<file path="config.mk">
export PLATFORM = sky130hd
export DESIGN_NAME = tcmp_unit
export DESIGN_NICKNAME = d
export VERILOG_FILES = /design/src/rtl/tcmp_pkg.sv /design/src/rtl/tcmp_rst_sync.sv /design/src/rtl/tcmp_timer.sv /design/src/rtl/tcmp_match.sv /design/src/rtl/tcmp_action.sv /design/src/rtl/tcmp_unit.sv
export SDC_FILE = /design/constraint.sdc
export NUM_CORES = 1
export LEC_CHECK = 0
export ABC_AREA = 1
export BUFFER_PORTS_ARGS = -buffer_cell sky130_fd_sc_hd__buf_2
export CORE_MARGIN = 2
export CORE_UTILIZATION = 49
export DETAILED_ROUTE_END_ITERATION = 10
export GPL_ROUTABILITY_DRIVEN = 0
export PLACE_DENSITY_LB_ADDON = 0.25
export SYNTH_ARGS = -nofsm -noshare
export SYNTH_HDL_FRONTEND = slang
export SYNTH_SLANG_ARGS = --single-unit
</file>
<file path="constraint.sdc">
create_clock -name clk -period 1.3 [get_ports clk]
set_input_delay 0.26 -clock clk [delete_from_list [all_inputs] [get_ports clk]]
set_output_delay 0.26 -clock clk [all_outputs]
set_load 0.05 [all_outputs]
</file>
<file path="src/rtl/tcmp_pkg.sv">
package tcmp_pkg;

  localparam int MODE_W = 4;

  typedef enum logic [MODE_W-1:0] {
    MODE_OFF  = 4'b0000,
    MODE_SET  = 4'b1000,
    MODE_CLR  = 4'b1001,
    MODE_IRQ  = 4'b1010,
    MODE_TRIG = 4'b1011
  } cmp_mode_e;

  // Decoded view of the mode register; every field is one wire to the action logic.
  typedef struct packed {
    logic active;    // a compare mode: matches raise the interrupt
    logic drive_hi;  // match sets the latch
    logic drive_lo;  // match clears the latch
    logic trig;      // match restarts the counter and strobes conversion
  } mode_dec_t;

  function automatic mode_dec_t decode_mode(input logic [MODE_W-1:0] raw);
    mode_dec_t d;
    d = '0;
    case (raw)
      MODE_SET:  begin d.active = 1'b1; d.drive_hi = 1'b1; end
      MODE_CLR:  begin d.active = 1'b1; d.drive_lo = 1'b1; end
      MODE_IRQ:  begin d.active = 1'b1; end
      MODE_TRIG: begin d.active = 1'b1; d.trig = 1'b1; end
      default:   d = '0;
    endcase
    return d;
  endfunction

endpackage

</file>
<file path="src/rtl/tcmp_rst_sync.sv">
module tcmp_rst_sync #(
  parameter int STAGES = 2
) (
  input  logic clk,
  input  logic arst_n,
  output logic rst_n_o
);

  logic [STAGES-1:0] sync_q;

  // Assertion is asynchronous; release ripples through STAGES flops.
  always_ff @(posedge clk or negedge arst_n) begin
    if (!arst_n) sync_q <= '0;
    else         sync_q <= {sync_q[STAGES-2:0], 1'b1};
  end

  assign rst_n_o = sync_q[STAGES-1];

endmodule

</file>
<file path="src/rtl/tcmp_timer.sv">
module tcmp_timer #(
  parameter int TW = 16
) (
  input  logic          clk,
  input  logic          rst_n,
  input  logic          tick_en,
  input  logic          sync_clr,
  input  logic          ovf_clr,
  output logic [TW-1:0] count_o,
  output logic          ovf_o
);

  localparam logic [TW-1:0] ONE = {{(TW-1){1'b0}}, 1'b1};
  localparam logic [TW-1:0] TOP = '1;

  logic [TW-1:0] cnt_q, cnt_d;
  logic          ovf_q, ovf_d;

  always_comb begin
    cnt_d = cnt_q;
    ovf_d = ovf_q;
    if (ovf_clr) ovf_d = 1'b0;
    if (sync_clr) begin
      // Restart from the compare trigger: not a wrap, flag untouched.
      cnt_d = '0;
    end else if (tick_en) begin
      cnt_d = cnt_q + ONE;
      if (cnt_q == TOP) ovf_d = 1'b1;
    end
  end

  always_ff @(posedge clk or negedge rst_n) begin
    if (!rst_n) begin
      cnt_q <= '0;
      ovf_q <= 1'b0;
    end else begin
      cnt_q <= cnt_d;
      ovf_q <= ovf_d;
    end
  end

  assign count_o = cnt_q;
  assign ovf_o   = ovf_q;

endmodule

</file>
<file path="src/rtl/tcmp_match.sv">
module tcmp_match #(
  parameter int TW = 16
) (
  input  logic          clk,
  input  logic          rst_n,
  input  logic [TW-1:0] count_i,
  input  logic [TW-1:0] cmp_i,
  output logic          hit_o
);

  logic eq;
  logic eq_q;

  assign eq = (count_i == cmp_i);

  always_ff @(posedge clk or negedge rst_n) begin
    if (!rst_n) eq_q <= 1'b0;
    else        eq_q <= eq;
  end

  // Only the first cycle of equality counts as a match event.
  assign hit_o = eq & ~eq_q;

endmodule

</file>
<file path="src/rtl/tcmp_action.sv">
module tcmp_action
  import tcmp_pkg::*;
(
  input  logic      clk,
  input  logic      rst_n,
  input  logic      hit_i,
  input  mode_dec_t dec_i,
  input  logic      irq_clr,
  output logic      latch_o,
  output logic      irq_o,
  output logic      strobe_o,
  output logic      trig_clr_o
);

  logic latch_q, latch_d;
  logic irq_q, irq_d;
  logic stb_q, stb_d;

  always_comb begin
    latch_d = latch_q;
    irq_d   = irq_q;
    stb_d   = 1'b0;
    if (irq_clr) irq_d = 1'b0;
    if (!dec_i.active) begin
      latch_d = 1'b0;
    end else if (hit_i) begin
      irq_d = 1'b1;
      if (dec_i.drive_hi) latch_d = 1'b1;
      if (dec_i.drive_lo) latch_d = 1'b0;
      if (dec_i.trig)     stb_d   = 1'b1;
    end
  end

  always_ff @(posedge clk or negedge rst_n) begin
    if (!rst_n) begin
      latch_q <= 1'b0;
      irq_q   <= 1'b0;
      stb_q   <= 1'b0;
    end else begin
      latch_q <= latch_d;
      irq_q   <= irq_d;
      stb_q   <= stb_d;
    end
  end

  assign trig_clr_o = hit_i & dec_i.trig;
  assign latch_o    = latch_q;
  assign irq_o      = irq_q;
  assign strobe_o   = stb_q;

endmodule

</file>
<file path="src/rtl/tcmp_unit.sv">
module tcmp_unit
  import tcmp_pkg::*;
#(
  parameter int TW        = 16,
  parameter int RST_STAGE = 2
) (
  input  logic          clk,
  input  logic          arst_n,
  input  logic          tick_en,
  input  logic          wr_en,
  input  logic          wr_addr,
  input  logic [TW-1:0] wr_data,
  input  logic          irq_clr,
  input  logic          ovf_clr,
  input  logic          oe_ctl,
  output logic [TW-1:0] count_o,
  output logic          ovf_o,
  output logic          latch_o,
  output logic          pin_o,
  output logic          pin_oe_o,
  output logic          irq_o,
  output logic          conv_start_o
);

  logic              rst_q;
  logic [TW-1:0]     cmp_q, cmp_d;
  logic [MODE_W-1:0] mode_q, mode_d;
  mode_dec_t         dec;
  logic              hit;
  logic              trig_clr;

  tcmp_rst_sync #(.STAGES(RST_STAGE)) u_rst (
    .clk     (clk),
    .arst_n  (arst_n),
    .rst_n_o (rst_q)
  );

  // Write-only register file: compare value and mode.
  always_comb begin
    cmp_d  = cmp_q;
    mode_d = mode_q;
    if (wr_en) begin
      if (!wr_addr) cmp_d  = wr_data;
      else          mode_d = wr_data[MODE_W-1:0];
    end
  end

  always_ff @(posedge clk or negedge rst_q) begin
    if (!rst_q) begin
      cmp_q  <= '0;
      mode_q <= MODE_OFF;
    end else begin
      cmp_q  <= cmp_d;
      mode_q <= mode_d;
    end
  end

  assign dec = decode_mode(mode_q);

  tcmp_timer #(.TW(TW)) u_timer (
    .clk      (clk),
    .rst_n    (rst_q),
    .tick_en  (tick_en),
    .sync_clr (trig_clr),
    .ovf_clr  (ovf_clr),
    .count_o  (count_o),
    .ovf_o    (ovf_o)
  );

  tcmp_match #(.TW(TW)) u_match (
    .clk     (clk),
    .rst_n   (rst_q),
    .count_i (count_o),
    .cmp_i   (cmp_q),
    .hit_o   (hit)
  );

  tcmp_action u_act (
    .clk        (clk),
    .rst_n      (rst_q),
    .hit_i      (hit),
    .dec_i      (dec),
    .irq_clr    (irq_clr),
    .latch_o    (latch_o),
    .irq_o      (irq_o),
    .strobe_o   (conv_start_o),
    .trig_clr_o (trig_clr)
  );

  assign pin_oe_o = oe_ctl;
  assign pin_o    = latch_o & oe_ctl;

endmodule

</file>
==> Word-level counts from Yosys, hierarchy flattened <==
Index checks and enable logic that the tools add are counted.
{ "totals": {"ff_bits": 43, "input_bits": 24, "output_inout_bits": 22, "wordCells": 48} }
{ "op_classes": {"add_sub_neg": 1, "eq_ne": 8, "n_mux": 20, "n_bitwise": 5, "reduce_logical": 5} }
{ "op_table": {"columns": ["cell", "n"], "rows": [
  ["2-to-1 mux 16 bit", 2],
  ["2-to-1 mux 1 bit", 18],
  ["adder 16 x 1 -> 16 bit (second input constant)", 1],
  ["equality test 16 bit", 1],
  ["equality test 16 bit (second input constant)", 1],
  ["equality test 4 bit (second input constant)", 4],
  ["AND reduction 2 bit", 3],
  ["OR reduction 4 bit", 1],
  ["AND 1 bit", 3],
  ["!= test 3 bit (second input constant)", 1],
  ["!= test 2 x 1 -> 1 bit (second input constant)", 1],
  ["inverter 1 bit", 2],
  ["nonzero test 2 bit", 1]
]} }

==> Depth between registers and ports, before layout <==
Gate-level depths: netlist of run 1.
{ "logic_depth": {"depth_word": 6, "ltp_mapped": 12, "mapped_depth_nobuf": 11} }

==> Cells and area by module <==
A second synthesis of run 1 with hierarchy kept.
{ "hier_totals": {"hier_cells": 340, "hier_area_um2": 2366.0} }
{ "by_module_without_submodules": {"columns": ["mod", "instances", "cells_each", "area_per_inst_um2", "seq_area_each_um2"], "rows": [
  ["tcmp_timer", 1, 131, 973.4, 425.4],
  ["tcmp_unit", 1, 100, 850.8, 500.5],
  ["tcmp_match", 1, 92, 369.1, 25.0],
  ["tcmp_action", 1, 14, 118.9, 75.1],
  ["tcmp_rst_sync", 1, 3, 53.8, 50.0]
]} }

==> Least setup slack after synthesis of run 1 <==
OpenSTA, ideal clock, no wires.
{ "synth_path": {"kind": "reg2reg", "from": "register u_timer.cnt_q[0], in the netlist u_timer.count_o[0]", "to": "register u_timer.cnt_q[14], in the netlist u_timer.count_o[14]", "setup_time_ns": 0.119, "t_arrival_ns": 1.789, "required_time_ns": 1.181, "slack_ns": -0.607, "path_stages_with_launch": 10, "path_buffers": 0, "synth_period_minus_slack_ns": 1.907, "cell_sequence": "dfrtp_1 > ha_1 > nand2_1 > nor2_2 > nand2_1 > nor2_2 > nand2_1 > nor3_1 > xor2_1 > nor2_2"} }
{ "synth_between": {"elab_chain_cells": 4, "elab_cells_between_ends": 7, "classes_between": "add/sub: 1; eq/ne: 1; mux: 2; bitwise: 2; reduce/logical: 1"} }
{ "synth_rtl": {"columns": ["item", "line", "text"], "rows": [
  ["start, declared", "tcmp_timer.sv:16", "logic [TW-1:0] cnt_q, cnt_d;"],
  ["start signal, assigned", "tcmp_timer.sv:37", "cnt_q <= cnt_d;"],
  ["parallel branches: the longest is 4 deep, another holds adder 16 x 1 -> 16 bit", null, null]
]} }
Several ways; the timed one is not identified. The select of a mux whose other input is x is not followed.
A chain may end at the register's enable or synchronous reset.

==> Worst setup path in the final report of run 1 <==
{ "layout_path": {"from": "register u_timer.cnt_q[0], in the netlist u_timer.count_o[0]", "to": "register u_match.eq_q"} }
{ "layout_between": {"elab_chain_cells": 1} }
{ "layout_rtl": {"columns": ["item", "line", "text"], "rows": [
  ["equality test 16 bit", "tcmp_match.sv:14", "assign eq = (count_i == cmp_i);"],
  ["named net u_match.eq", "tcmp_match.sv:11", "logic eq;"],
  ["end signal, assigned", "tcmp_match.sv:18", "else eq_q <= eq;"],
  ["end, declared", "tcmp_match.sv:12", "logic eq_q;"]
]} }
The timed path passes the listed nets, and every way through them passes these cells.

==> results of run 1 <==
worst register-to-register path, cell delays in order (launching register included):
cell	delay, ps
dfrtp_2	450
nor2_1	100
nor2_1	50
nor2_1	160
nand2_1	100
buf_4	140
buf_4	120
buf_4	120
nor4_1	270
worst max path at each step:
stage               slack, ps          startpoint                  end  depth (start not counted)
detailed placement       -260  u_timer.count_o[1]  u_timer.count_o[12]                          9
global route             -410  u_timer.count_o[1]        u_timer.ovf_o                          9
CTS                      -270  u_timer.count_o[1]  u_timer.count_o[12]                          9
finish                   -320  u_timer.count_o[0]         u_match.eq_q                          8
global placement         -240  u_timer.count_o[0]  u_timer.count_o[12]                          9
floorplan                -310  u_timer.count_o[3]  u_timer.count_o[11]                         11
state kept, by name (all words and copies together), names as in the netlist:
name             flops
u_act.irq_o          1
u_rst.sync_q         2
u_act.latch_o        1
cmp_q               16
u_match.eq_q         1
u_timer.count_o     16
u_timer.ovf_o        1
u_act.strobe_o       1
mode_q               4
through the flow:
step                setup TNS [ps]  hold slack (ps)
global route                 -7870              124
finish                       -5850              131
CTS                          -5040              124
floorplan                    -6020            -35.6
detailed placement           -4680             48.1
global placement             -4190             46.3
cell families after synthesis:
kind of cell	count (synthesis)	synth area share, %
mux	1	0.504
flops	43	48.1
compound gates	27	6.44
buf+inv	52	9.85
other cells	1	0.168
simple gates	162	31.6
fa+ha+maj	1	0.560
xor+xnor	7	2.74
layout make-up:
cell class                 instances  area (um^2)
sequential                        43         1100
clock buffer                       7         96.3
fill                             309         1090
multi-input combinational        199         1000
inverter                          45          169
clock inverter                     1         7.51
timing repair buffer             107          853
tap                               52         65.1
where the power goes:
part | internal, uW | total, uW | switching, uW
Sequential | 1560 | 1770 | 207
Combinational | 955 | 2190 | 1230
Clock | 483 | 955 | 472
Total | 3000 | 4910 | 1910
layer usage:
metal  global-route usage, %  up-vias  wire, um  share of wire [%]
li1                        -     1112         -                  -
met1                    30.8     1002      2520                 45
met2                    39.4       50      2740                 49
met3                    4.78       12       258                4.6
met4                    8.39        0       104                1.9
met5                       0        -         0                  0
timing repair:
item                                    in CTS  in global routing
gates resized for setup                     32                 13
endpoints found under the setup margin      31                 30
setup buffers                                2                  3
endpoints found under the hold margin        2                  0
pin swaps                                    2                  1
hold buffers                                 1                  0
placed cells by master, fill, tap and decap left out, drive strengths merged:
master       netlist  final
a21oi             16     16
a41oi              1      1
buf                4    106
clkbuf             3      7
clkinvlp           0      1
conb               1      1
dfrtp             43     43
dlygate4sd3        0      1
ha                 1      1
inv               45     45
mux2               1      1
nand2             84     84
nand3              6      6
nand4              4      4
nor2              51     51
nor3              16     16
nor4               1      1
o21ai              9      9
o22ai              1      1
xnor2              1      1
xor2               6      6
==> impl_metrics.py, run 1 <==
metrics = {
    "run_status": {
        "outcome": "complete, but fails checks",
        "violations": "negative setup slack",
    },
    "critical_path": {
        "crit_required_ps": 1480,
        "cpPeakStageDelay_ps": 450,
        "cp_top_family": "simple AND/OR/NAND/NOR gates",
        "critical_path.max_fanout": 5,
        "worst_r2r_endpoint": "u_match.eq_q",
        "critPathKind": "reg2reg",
        "cp-start-kind": "register",
        "crit_path_cell_trace": "nor2_1 > nor2_1 > nor2_1 > nand2_1 > buf_4 > buf_4 > buf_4 > nor4_1",
        "arrival_ps": 1810,
        "critical_path_buf_inv_count": 3,
        "r2r_setup_slack_ps": -320,
        "endpoint_kind": "register",
        "cp_slowest_cell": "dfrtp_2",
        "reg2reg_from": "u_timer.count_o[0]",
        "r2r_cells": 8,
    },
    "sta": {
        "drv_slew": 0,
        "rsz0062_at_grt": "true",
        "finalWorstSetupSlack_ps": -324,
        "hold_viol": 0,
        "fin_crit_sh_pct": 125,
        "finalSetupViolCount": 21,
        "finalClockSkew_ps": 8.98,
        "timing.fmax_mhz": 616,
        "layout_min_cycle_time_ps": 1620,
    },
    "clocking": {
        "clkTransAtPathRegs_ps": 80,
        "clkSinkCount": 43,
        "clockBufferDepth": 2,
        "cts_tree": "built",
        "htree_levels": 2,
        "cts_buffers": 5,
        "clkLatencyLatePin_ps": 310,
        "cts-root-buf": "clkbuf_8",
    },
    "synthesis": {
        "netlist_area_mm2": 0.00224,
        "synthTopCellsByArea": "dfrtp_1 48%, nand2_1 14%, inv_1 7.1%, nor2_1 6.4%, nor3_1 3.6%",
        "synth_enable_flop_cells": 0,
        "synthTopCellsByCount": "84 x nand2_1, 43 x dfrtp_1, 42 x inv_1",
        "synth_largest_area_cell": "dfrtp_1",
        "synth.most_common_cell": "nand2_1",
        "synth_area_per_cell_um2": 7.61,
        "yosys.area.top_type_share_pct": 48.1,
        "ys_ff_latch": 43,
        "synthCells": 294,
        "ys_types": 26,
        "synth_top_flop_cell": "dfrtp_1",
        "synth.net_count": 319,
        "ys_seq_area_share_pct": 48.1,
        "yosysWarnings": 0,
        "async_reset_ff_share_pct": 100,
    },
    "detailed_routing": {
        "via_per_inst": 4.79,
        "ant_nets": 0,
        "drt-total-wl_um": 5620,
        "wl_per_cell_um": 12.4,
        "vias": 2176,
        "drcViolationCount": 0,
        "detail_route.iter0.violations": 118,
        "firstDrtPassIters": 4,
    },
    "die": {
        "row_count": 24,
        "die_w_um": 71.6,
        "floorplan.initialDensity_pct": 51.0,
        "dieArea_mm2": 0.00512,
        "core-area_mm2": 0.00438,
        "ios": 46,
        "die_y_um": 71.6,
    },
    "cells_and_area": {
        "final_cells": 454,
        "num_antenna_cells": 0,
        "finalNetCount": 426,
        "finish.utilization_pct": 75.1,
        "drive_above_1_share_pct": 40.8,
        "finalInstanceArea_mm2": 0.00329,
        "syn2layout_area_growth_pct": 47.2,
    },
    "power_and_ir_drop": {
        "max-vdd-ir-drop_mv": 0.717,
        "p_per_area_mw_per_mm2": 1490,
        "leakage_uw": 0.00175,
        "total_power_uw": 4910,
    },
    "placed_design": {
        "placed_cells": 442,
        "preCtsSetupSlack_ps": -264,
        "dp_hpwl_um": 3890,
        "postPlaceCellArea_mm2": 0.00300,
        "io_buffers": 45,
    },
    "job": {
        "drv_cap": 0,
    },
    "min_path": {
        "min_path_cells": 2,
        "min_from": "irq_clr",
        "hold_path.class": "in2reg",
        "min_to": "u_act.irq_o",
    },
    "grt": {
        "antenna_found_initial": 0,
        "first_global_vias": 2078,
        "grt_max_degree": 42,
        "grt_pass1_wl_um": 9320,
        "grt_overflow": 0,
        "grt_use_total_pct": 23.7,
    },
}
No activity file was read; power rests on OpenSTA's default activity.
==> inputs of run 2 (changes only) <==
- REMOVE_ABC_BUFFERS: default -> 1
- clock period: 1.3 -> 1.7 ns (I/O delays scaled with it)
==> run 2 against run 1 <==
The run now ends clean. Critical path type unchanged. Utilization decreased by 10 points. Largest power group is now registers. Sequential cell count unchanged. Clock skew shrank 3.9 ps. Hold slack gained 100 ps.
==> impl_metrics.py, run 2 (synthesis gave the netlist of run 1 again) <==
metrics = {
    "cells_and_area": {
        "final_cells": 416,
        "drive_above_1_share_pct": 31.3,
        "fill_cells": 395,
        "syn2layout_area_growth_pct": 26.8,
        "layout_commonest_cell": "nand2_1",
        "seq_area_mm2": 0.00108,
        "finalInstanceArea_mm2": 0.00284,
        "multiInputGateArea_mm2": 0.00100,
        "finalNetCount": 388,
        "layout_common_cells": "78 x nand2_1, 45 x buf_2, 40 x inv_1, 40 x dfrtp_1, 31 x nor2_1",
        "num_antenna_cells": 0,
    },
    "die": {
        "dieArea_mm2": 0.00512,
        "die_y_um": 71.6,
        "row_count": 24,
        "die_w_um": 71.6,
        "ios": 46,
        "floorplan.initialDensity_pct": 51.0,
        "core-area_mm2": 0.00438,
    },
    "placed_design": {
        "dp_hpwl_um": 3450,
        "postPlaceCellArea_mm2": 0.00263,
        "io_buffers": 45,
        "placed_cells": 401,
    },
    "critical_path": {
        "crit_path_cell_trace": "ha_2 > nand2_2 > nor2_4 > nand2_4 > nor2_4 > nand2_2 > nor3_2 > xor2_1 > nor2_2",
        "r2r_cells": 9,
        "arrival_ps": 1860,
        "worst_r2r_endpoint": "u_timer.count_o[14]",
        "cpPeakStageDelay_ps": 430,
        "reg2reg_from": "u_timer.count_o[1]",
        "cp-start-kind": "register",
        "critPathKind": "reg2reg",
        "critical_path_depth": 9,
        "critical_path_buf_inv_count": 0,
        "critical_path.max_fanout": 6,
        "crit_start": "u_timer.count_o[1]",
        "cp_slowest_cell": "dfrtp_1",
        "r2r_setup_slack_ps": 30,
        "cp_top_family": "simple AND/OR/NAND/NOR gates",
        "crit_required_ps": 1890,
        "endpoint_kind": "register",
    },
    "detailed_routing": {
        "via_per_inst": 4.83,
        "drcViolationCount": 0,
        "wl_per_cell_um": 11.7,
        "detail_route.iter0.violations": 63,
        "met3_length_um": 212,
        "routed.top_layer": "met4",
        "drt-total-wl_um": 4880,
        "ant_nets": 0,
        "vias": 2008,
        "firstDrtPassIters": 4,
        "route.met2.wl_um": 2310,
        "wl_met1_um": 2280,
    },
    "sta": {
        "timing.fmax_mhz": 600,
        "fin_crit_sh_pct": 98.1,
        "layout_min_cycle_time_ps": 1670,
        "finalClockSkew_ps": 5.13,
        "finalSetupViolCount": 0,
        "worst_slew_margin_rel_pct": 65.7,
        "worst_slew_pin_slew_ps": 515,
        "rsz0062_at_grt": "true",
        "drv_slew": 0,
        "hold_viol": 0,
        "hold_slack_ps": 231,
    },
    "power_and_ir_drop": {
        "leakage_uw": 0.00154,
        "max-vdd-ir-drop_mv": 0.482,
        "seq_power_share_pct": 41.6,
        "p_per_area_mw_per_mm2": 1140,
        "p_sw_uw": 1350,
        "switching_share_pct": 42.1,
        "internal-power_uw": 1870,
        "p_clk_share_pct": 19.5,
        "comb_power_share_pct": 38.9,
    },
    "clocking": {
        "cts_buffers": 5,
        "htree_levels": 2,
        "clkLatencyLatePin_ps": 290,
        "cts_tree": "built",
        "cts-root-buf": "clkbuf_8",
        "clockBufferDepth": 2,
        "clkSinkCount": 43,
        "clkTransAtPathRegs_ps": 80,
    },
    "job": {
        "drv_cap": 0,
    },
    "grt": {
        "grt_pass1_wl_um": 7870,
        "grt_use_total_pct": 19.6,
        "first_global_vias": 1803,
        "antenna_found_initial": 0,
        "grt_overflow": 0,
        "grt_max_degree": 42,
    },
    "min_path": {
        "min_to": "u_act.irq_o",
        "hold_path.class": "in2reg",
        "min_from": "irq_clr",
        "min_path_cells": 2,
    },
    "run_status": {
        "outcome": "finished, final reports clean",
    },
}
## run 2: cell count changes in the layout (fill, tap and decap cells not counted), moves of 8 or more
cell     delta
buf_6      -10
dfrtp_1    +13
buf_2      +10
dfrtp_2    -13
buf_4      -29
buf_8       -8
## run 2: final cells by class
cell class / instances / share of cell area [%]
Inverter: 45 / 6.05
Sequential cell: 43 / 38.1
Clock buffer: 7 / 2.69
Timing Repair Buffer: 69 / 15.3
Tap cell: 52 / 2.29
Clock inverter: 1 / 0.177
Multi-Input combinational cell: 199 / 35.4
## run 2: how the worst max path moves through the flow
stage | slack (ps) | end
2_1_floorplan | -240 | u_timer.count_o[14]
3_3_place_gp | 100 | u_timer.count_o[2]
3_5_place_dp | 60 | u_timer.count_o[14]
4_1_cts | 20 | u_timer.count_o[12]
5_1_grt | -60 | u_timer.count_o[12]
6_report | 30 | u_timer.count_o[14]
## run 2: metrics by stage
stage | worst slack [ps] | TNS, ps | utilization, % | power [uW]
after floorplan | -242 | -1340 | - | 2140
after global routing | -59.3 | -139 | 64.7 | 3430
after detailed placement | 64.9 | 0 | 59.9 | 2480
after global placement | 95.7 | 0 | 59.9 | 2460
final | 32.7 | 0 | 64.7 | 3220
after CTS | 16.8 | 0 | 62.0 | 3120
## run 2: what timing repair did
action / 4_1_cts / 5_1_grt
buffers inserted: 0 / 6
hold buffers: 1 / 0
endpoints found under the hold margin: 2 / 0
setup endpoints to repair: 0 / 18
resized for setup: 0 / 26
## run 2: worst register-to-register path: stages, from the launching register on
cell     delay (ps)
dfrtp_1         430
ha_2            230
nand2_2          70
nor2_4          140
nand2_4          90
nor2_4          130
nand2_2          70
nor3_2          180
xor2_1          190
nor2_2           40
## run 2: power by group through the flow
| stage | clock [uW] | combinational [uW] | sequential, uW |
|---|---|---|---|
| after floorplan | 0 | 472 | 1670 |
| after global placement | 0 | 1120 | 1340 |
| after detailed placement | 0 | 1130 | 1350 |
| after CTS | 648 | 1150 | 1320 |
| after global routing | 685 | 1380 | 1370 |
| final | 627 | 1250 | 1340 |
## run 2: metal layers
metal | track usage [%] | vias to the layer above
met2 | 31.3 | 42
met5 | 0 | -
met3 | 4.50 | 9
met1 | 26.9 | 914
met4 | 5.66 | 0
li1 | - | 1043
